<file path="src/rtl/wpb_pkg.sv">
package wpb_pkg;

    localparam int unsigned WPB_DQ_W = 4;

    typedef enum logic [1:0] {
        PH_IDLE = 2'd0,
        PH_OPEN = 2'd1,
        PH_DONE = 2'd2
    } wpb_phase_e;

    typedef struct packed {
        wpb_phase_e            phase;
        logic                  masked;
        logic                  dsf_row;
        logic                  dsf_col;
        logic                  col_seen;
        logic [WPB_DQ_W-1:0]   mask;
        logic [WPB_DQ_W-1:0]   color;
        logic [WPB_DQ_W-1:0]   wr_en;
        logic [WPB_DQ_W-1:0]   wr_data;
        logic                  wr_stb;
    } wpb_state_t;

endpackage

</file>
<file path="src/rtl/wpb_fall_detect.sv">
module wpb_fall_detect #(
    parameter int unsigned N = 3
) (
    input  logic         clk,
    input  logic         rst_n,
    input  logic [N-1:0] lvl_n,
    output logic [N-1:0] fall
);
    logic [N-1:0] prev_d, prev_q;

    for (genvar i = 0; i < N; i++) begin : g_bit
        always_comb begin
            prev_d[i] = lvl_n[i];
            fall[i]   = prev_q[i] & ~lvl_n[i];
        end
    end

    always_ff @(posedge clk or negedge rst_n) begin
        if (!rst_n) prev_q <= '1;
        else        prev_q <= prev_d;
    end
endmodule

</file>
<file path="src/rtl/wpb_row_decode.sv">
module wpb_row_decode (
    input  logic we_n,
    input  logic dsf,
    output logic masked,
    output logic reload
);
    always_comb begin
        masked = ~we_n;
        reload = ~we_n & ~dsf;
    end
endmodule

</file>
<file path="src/rtl/wpb_mask_ctrl.sv">
module wpb_mask_ctrl
    import wpb_pkg::*;
(
    input  logic                clk,
    input  logic                rst_n,
    input  logic                ras_n,
    input  logic                cas_n,
    input  logic                we_n,
    input  logic                dsf,
    input  logic [WPB_DQ_W-1:0] dq_i,
    output logic                wr_stb_o,
    output logic [WPB_DQ_W-1:0] wr_en_o,
    output logic [WPB_DQ_W-1:0] wr_data_o,
    output logic [WPB_DQ_W-1:0] color_o
);
    localparam int unsigned NSTB = 3;
    localparam int unsigned IDX_RAS = 0;
    localparam int unsigned IDX_CAS = 1;
    localparam int unsigned IDX_WE  = 2;

    wpb_state_t s_d, s_q;

    logic [NSTB-1:0] strobes_n, falls;
    logic            dec_masked, dec_reload;
    logic            capture, dsf_col_eff, col_fall_open;

    assign strobes_n = {we_n, cas_n, ras_n};

    wpb_fall_detect #(.N(NSTB)) u_fall (
        .clk   (clk),
        .rst_n (rst_n),
        .lvl_n (strobes_n),
        .fall  (falls)
    );

    wpb_row_decode u_dec (
        .we_n   (we_n),
        .dsf    (dsf),
        .masked (dec_masked),
        .reload (dec_reload)
    );

    always_comb begin
        s_d        = s_q;
        s_d.wr_stb = 1'b0;
        s_d.wr_en  = '0;

        col_fall_open = falls[IDX_CAS] & (s_q.phase == PH_OPEN);
        dsf_col_eff   = col_fall_open ? dsf : s_q.dsf_col;
        capture       = (s_q.phase == PH_OPEN) & ~cas_n & ~we_n
                      & (s_q.col_seen | col_fall_open);

        if (ras_n) begin
            s_d.phase    = PH_IDLE;
            s_d.col_seen = 1'b0;
        end else if (falls[IDX_RAS]) begin
            s_d.phase    = PH_OPEN;
            s_d.masked   = dec_masked;
            s_d.dsf_row  = dsf;
            s_d.col_seen = 1'b0;
            if (dec_reload) s_d.mask = dq_i;
        end else begin
            if (col_fall_open) begin
                s_d.col_seen = 1'b1;
                s_d.dsf_col  = dsf;
            end
            if (capture) begin
                s_d.phase = PH_DONE;
                if (s_q.dsf_row & dsf_col_eff) begin
                    s_d.color = dq_i;
                end else begin
                    s_d.wr_stb  = 1'b1;
                    s_d.wr_en   = s_q.masked ? s_q.mask : '1;
                    s_d.wr_data = dq_i;
                end
            end
        end
    end

    always_ff @(posedge clk or negedge rst_n) begin
        if (!rst_n) begin
            s_q.phase    <= PH_IDLE;
            s_q.masked   <= 1'b0;
            s_q.dsf_row  <= 1'b0;
            s_q.dsf_col  <= 1'b0;
            s_q.col_seen <= 1'b0;
            s_q.mask     <= '1;
            s_q.color    <= '0;
            s_q.wr_en    <= '0;
            s_q.wr_data  <= '0;
            s_q.wr_stb   <= 1'b0;
        end else begin
            s_q <= s_d;
        end
    end

    assign wr_stb_o  = s_q.wr_stb;
    assign wr_en_o   = s_q.wr_en;
    assign wr_data_o = s_q.wr_data;
    assign color_o   = s_q.color;

    logic unused_we_fall;
    assign unused_we_fall = falls[IDX_WE];
endmodule

</file>
<file path="config.mk">
export PLATFORM = sky130hd
export DESIGN_NAME = wpb_mask_ctrl
export DESIGN_NICKNAME = d
export VERILOG_FILES = /design/src/rtl/wpb_pkg.sv /design/src/rtl/wpb_fall_detect.sv /design/src/rtl/wpb_row_decode.sv /design/src/rtl/wpb_mask_ctrl.sv
export SDC_FILE = /design/constraint.sdc
export NUM_CORES = 1
export LEC_CHECK = 0
export BUFFER_PORTS_ARGS = -buffer_cell sky130_fd_sc_hd__buf_2
export CAP_MARGIN = 10
export CORE_UTILIZATION = 51
export DETAILED_ROUTE_END_ITERATION = 8
export MAX_ROUTING_LAYER = met4
export PLACE_DENSITY = 0.73
export SYNTH_ARGS = -nofsm -noshare
export SYNTH_HDL_FRONTEND = slang
export SYNTH_SLANG_ARGS = --single-unit
</file>
<file path="constraint.sdc">
create_clock -name clk -period 2 [get_ports clk]
set_input_delay 0 -clock clk [delete_from_list [all_inputs] [get_ports clk]]
set_output_delay 0 -clock clk [all_outputs]
set_load 0.01 [all_outputs]
</file>
# ---- Yosys cells after proc, flatten, opt, wreduce, memory -nomap -nowiden
# Cells that the tools add are included.
dict set report totals {
  regBits 25
  input_bits 10
}
dict set report classes {
  mux 12
  eq_ne 1
  bitwise 15
  n_reduce_logical 7
}
# operator n
set ops {}
lappend ops {{$mux 9} 4}
lappend ops {{$and 1x1->1} 8}
lappend ops {{$reduce_and 4->1} 2}
lappend ops {{$mux 2} 3}
lappend ops {{$not 1->1} 6}
lappend ops {{$reduce_and 3->1} 2}
lappend ops {{$reduce_bool 3->1} 2}
lappend ops {{$mux 1} 4}
lappend ops {{$mux 4} 1}
lappend ops {{$eq 2x1->1 const B} 1}
lappend ops {{$reduce_and 2->1} 1}
lappend ops {{$or 1x1->1} 1}

# ---- Logic depth before layout (Yosys ltp)
dict set report logic_depth {
  word_depth 9
  mapped_depth 5
  ltp_nobuf 5
}

# ---- Modules after synthesis
# A second synthesis with hierarchy kept.
dict set report hier_totals {
  cells_unflattened 84
  hier_area_um2 1138.6
}
# mod area_each_um2 seq_area_each_um2 cells_each n_inst
set modules_own_cells {}
lappend modules_own_cells {wpb_mask_ctrl 1011.0 580.6 76 1}
lappend modules_own_cells {wpb_fall_detect 120.1 78.8 6 1}
lappend modules_own_cells {wpb_row_decode 7.5 0.0 2 1}

# ---- Least setup slack after synthesis
# Ideal clock, no wire load.
dict set report synth_timing {
  path_kind {reg2reg}
  start {reg u_fall.prev_q[1]}
  end {reg s_q (netlist bit wr_data_o[0])}
  slack_ps 353
  t_required_ps 1875
  setup_time_ps 125
  synth_period_minus_slack_ps 1647
  t_arrival_ps 1522
  stages_incl_launch_ff 6
  path_cell_list {dfstp_2 -> and4bb_2 -> mux2i_1 -> nand3b_2 -> inv_2 -> mux2_2}
}
dict set report synth_via {
  elab_chain_len 6
}
# element line
set synth_lines {}
lappend synth_lines {{start: declaration} wpb_fall_detect.sv:9} ;# logic [N-1:0] prev_d, prev_q;
lappend synth_lines {{start signal: assignment} wpb_fall_detect.sv:20} ;# else prev_q <= prev_d;
lappend synth_lines {{$and 1x1->1 *} wpb_fall_detect.sv:14} ;# fall[i] = prev_q[i] & ~lvl_n[i];
lappend synth_lines {{$and 1x1->1 *} wpb_mask_ctrl.sv:48} ;# col_fall_open = falls[IDX_CAS] & (s_q.phase == PH_OPEN);
lappend synth_lines {{$mux 1} wpb_mask_ctrl.sv:49} ;# dsf_col_eff = col_fall_open ? dsf : s_q.dsf_col;
lappend synth_lines {{$and 1x1->1} wpb_mask_ctrl.sv:69} ;# if (s_q.dsf_row & dsf_col_eff) begin
lappend synth_lines {{$not 1->1 (no source line)} -}
lappend synth_lines {{$reduce_and 4->1 (no source line) *} -}
lappend synth_lines {{end: declaration} wpb_mask_ctrl.sv:21} ;# wpb_state_t s_d, s_q;
# Mark *: on every way between the ends. The rest lies on a longest branch, timed or not.
# A chain may end at the register's enable or synchronous reset.

# ---- Worst setup path in the final report
dict set report layout_timing {
  start {reg s_q[22] in the netlist's numbering}
  end {reg s_q (netlist bit wr_data_o[1])}
}
dict set report layout_via {
  elab_chain_len 6
}
# element line
set layout_lines {}
lappend layout_lines {{$eq 2x1->1 *} {wpb_mask_ctrl.sv:48, wpb_mask_ctrl.sv:50}}
lappend layout_lines {{$and 1x1->1} wpb_mask_ctrl.sv:48}
lappend layout_lines {{$mux 1} wpb_mask_ctrl.sv:49}
lappend layout_lines {{$and 1x1->1} wpb_mask_ctrl.sv:69}
lappend layout_lines {{$not 1->1 (no source line)} -}
lappend layout_lines {{$reduce_and 4->1 (no source line) *} -}
# Marked as above.

==> implementation parameters <==
Parameter                              Value

Outcome
  Outcome    finished clean

Synth
  Simple-Gate Fraction of Synth Area    0.111
  Synth Area in Compound Gates    0.0622
  Part of the Yosys area used for sequential elements    0.605
  Synth top area cells    dfrtp_1 (45%), dfstp_2 (15%), mux2_2 (11%), buf_4 (8.6%), nand2_1 (2.9%)
  Total nets after synthesis    94
  Synth Warn #    0
  Post-synthesis cell count    84
  Post-synthesis cell type count    20
  FF+latch count, synth    25
  Area share of the largest cell type after synthesis    0.455
  Cell Area, Synth    1050 um2
  Avg Inst Size Synth    12.5 um2
  Top cell type by total area after synthesis    dfrtp_1
  Xor and xnor fraction of the mapped netlist area    0
  Synth Area in Adders    0
  Multiplexer share of the synthesized area    0.117
  Largest family of logic cells by synthesized area    multiplexers

Drt
  Antenna violation net count after detailed routing    0
  DR vias    663
  DRC viols    0
  Number of DRC markers in iteration 0    13
  Wirelength, routed    1670 um
  Ratio of routed vias to standard cells    4.91
  Detailed-router iteration count before antenna repair    4
  Average routed wire per standard cell    12.4 um

Floorplan
  DIE HEIGHT    47.3 um
  Area of the die    2240 um2
  Initial core utilization    0.539
  Area of the core region    1940 um2
  Row count    16
  I/O pin cnt    23
  Horiz. Die Dim    47.3 um

Finish
  Final net count    119
  Area of the multi-input gates    304 um2
  Top library cells by usage in the layout, fill and taps aside    buf_2 (22), dfrtp_1 (19), mux2_2 (10)
  Total inserted antenna cells    0
  Area used by sequential logic in the layout    633 um2
  Most common cell after layout, fill and taps aside    buf_2
  Layout overhead on the synthesized area    17.3%
  Share of final-layout standard cells stronger than drive strength 1    0.454
  Count of fill cells added during filler insertion    156

Timing
  Clock skew after layout    4.51 ps
  Final Max Slew Viols    0
  Final hold violation count    0
  Setup violations, final    0
  Setup repair after global routing missed its margin    no
  Setup_tns    0 ps
  Least setup slack across all paths after layout    215 ps
  Fin crit share    0.892
  Worst-Margin Slew    529 ps
  Timing-limited maximum frequency    560 MHz
  Final min period    1780 ps
  Max-slew headroom    0.647

GRT
  Largest net degree at the start of global routing    26
  Routing layer with the top usage in global route    met2
  Global-route total usage across every layer    0.181
  Total congestion overflow    0
  Via count of the first global-routing pass    625
  Global-route met2 utilization    0.288
  Met1 Track Usage GR    0.223
  Global-route wire length before repair    2640 um
  Antenna violations before repair    0
  Met3 GRT Util    0.0231

Clock tree
  Root Buffer Master    clkbuf_4
  Total CTS buffers    3
  Clock Pin Slew Worst Setup and Hold Paths    140 ps
  Clk Latency, worst-skew pair    310 ps
  TritonCTS clock tree    done
  Clock Path Buffers    2
  Clk sink count    25
  Number of instances resized during post-cts repair    0
  CTS H-tree depth    1

Pwr
  Pwr Density    771 nW/um2
  Peak supply drop    0.498 mV
  Static leakage    0.000620 uW

Placed design
  Worst setup slack before clock tree synthesis    225 ps
  DPL Wire Length    1180 um
  Routability congestion estimate from global placement    0.845
  Input/output buffers    22

Job
  Max cap viols    0

Critical path
  Crit path buffers/inverters    1
  Highest cell delay on the worst timing path    420 ps
  Critical Path AT    2000 ps
  Crit Path Class    flop to flop
  Required @ worst endpoint    2220 ps
  Standard cell with the maximum stage delay on the critical path    dfrtp_1
  Crit Path Max Fanout    7
  Type of destination of the critical path    flop
  Critical Path Source Type    flop
  Ordered list of cells on the worst path    or3b_4, nor3_4, nand3b_2, inv_2, mux2_2
  Cell family with the largest share of critical-path delay    simple AND/OR/NAND/NOR gates

Worst hold path
  HP Class    input pin to asynchronous set/reset pin
## per-layer routing
layer	vias to the layer above	part of all wire
li1	321	-
met1	318	0.46
met2	20	0.49
met3	4	0.034
met4	0	0.020
met5	-	0
## layout make-up
type	count	share of cell area
Clock buffer	3	0.0183
Clock inverter	1	0.00612
Inverter	5	0.0153
Multi-Input combinational cell	42	0.248
Sequential cell	25	0.516
Tap cell	27	0.0275
Timing Repair Buffer	32	0.169
## cells in the mapped netlist
| library cell | count |
|---|---|
| a21oi_1 | 5 |
| and4bb_2 | 1 |
| buf_4 | 12 |
| dfrtp_1 | 19 |
| dfstp_2 | 6 |
| inv_1 | 4 |
| inv_2 | 1 |
| mux2_2 | 10 |
| mux2i_1 | 1 |
| nand2_1 | 8 |
| nand2b_1 | 1 |
| nand3_1 | 1 |
| nand3b_2 | 1 |
| nor2_1 | 3 |
| nor3_1 | 1 |
| nor3_4 | 1 |
| o21a_1 | 2 |
| o21ai_0 | 5 |
| or3_2 | 1 |
| or3b_4 | 1 |
## metrics by stage
step | utilization | power, uW | cell area [um2] | hold slack, ps | std cells
after floorplan | - | 686 | 1050 | -296 | 84
after global placement | 0.570 | 712 | 1110 | 7.71 | 122
after detailed placement | 0.570 | 720 | 1110 | 12.0 | 122
after CTS | 0.632 | 957 | 1230 | 190 | 135
after global routing | 0.632 | 993 | 1230 | 236 | 135
final | 0.632 | 946 | 1230 | 184 | 135
## timing repair
action,CTS,global route
buffers inserted,0,0
hold buffers,9,0
endpoints found under the hold margin,39,0
## power breakdown
group          total, uW  switching (uW)  internal [uW]
clock                224             148           76.3
combinational        131            65.0           66.4
sequential           590            23.2            567
total                946             236            710
## cells by family (layout without fill, tap and decap cells)
group           count (synthesis)  after routing
flops                          25             25
simple gates                   19             19
buf+inv                        17             41
compound gates                 12             12
mux                            11             11
## state kept, by name (all words and copies together), names as in the netlist
signal,count
wr_data_o,4
wr_stb_o,1
color_o,4
s_q,10
wr_en_o,4
u_fall.prev_q,2
## final timing paths
path | to | slack, ps | cells after the start | from
min reg2reg | s_q[13]$_DFFE_PN1P_ | 510 | 2 | s_q[13]$_DFFE_PN1P_
max reg2reg | wr_data_o[1]$_DFFE_PN0P_ | 220 | 5 | s_q[22]$_DFFE_PN0P_
max | wr_data_o[1]$_DFFE_PN0P_ | 220 | 5 | s_q[22]$_DFFE_PN0P_
min | color_o[3]$_DFFE_PN0P_ | 180 | 2 | rst_n
min in group clk | u_fall.prev_q[0]$_DFF_PN1_ | 340 | 2 | ras_n
max in group asynchronous | s_q[14]$_DFFE_PN1P_ | 1450 | 2 | rst_n
No activity file was read; power rests on OpenSTA's default activity.
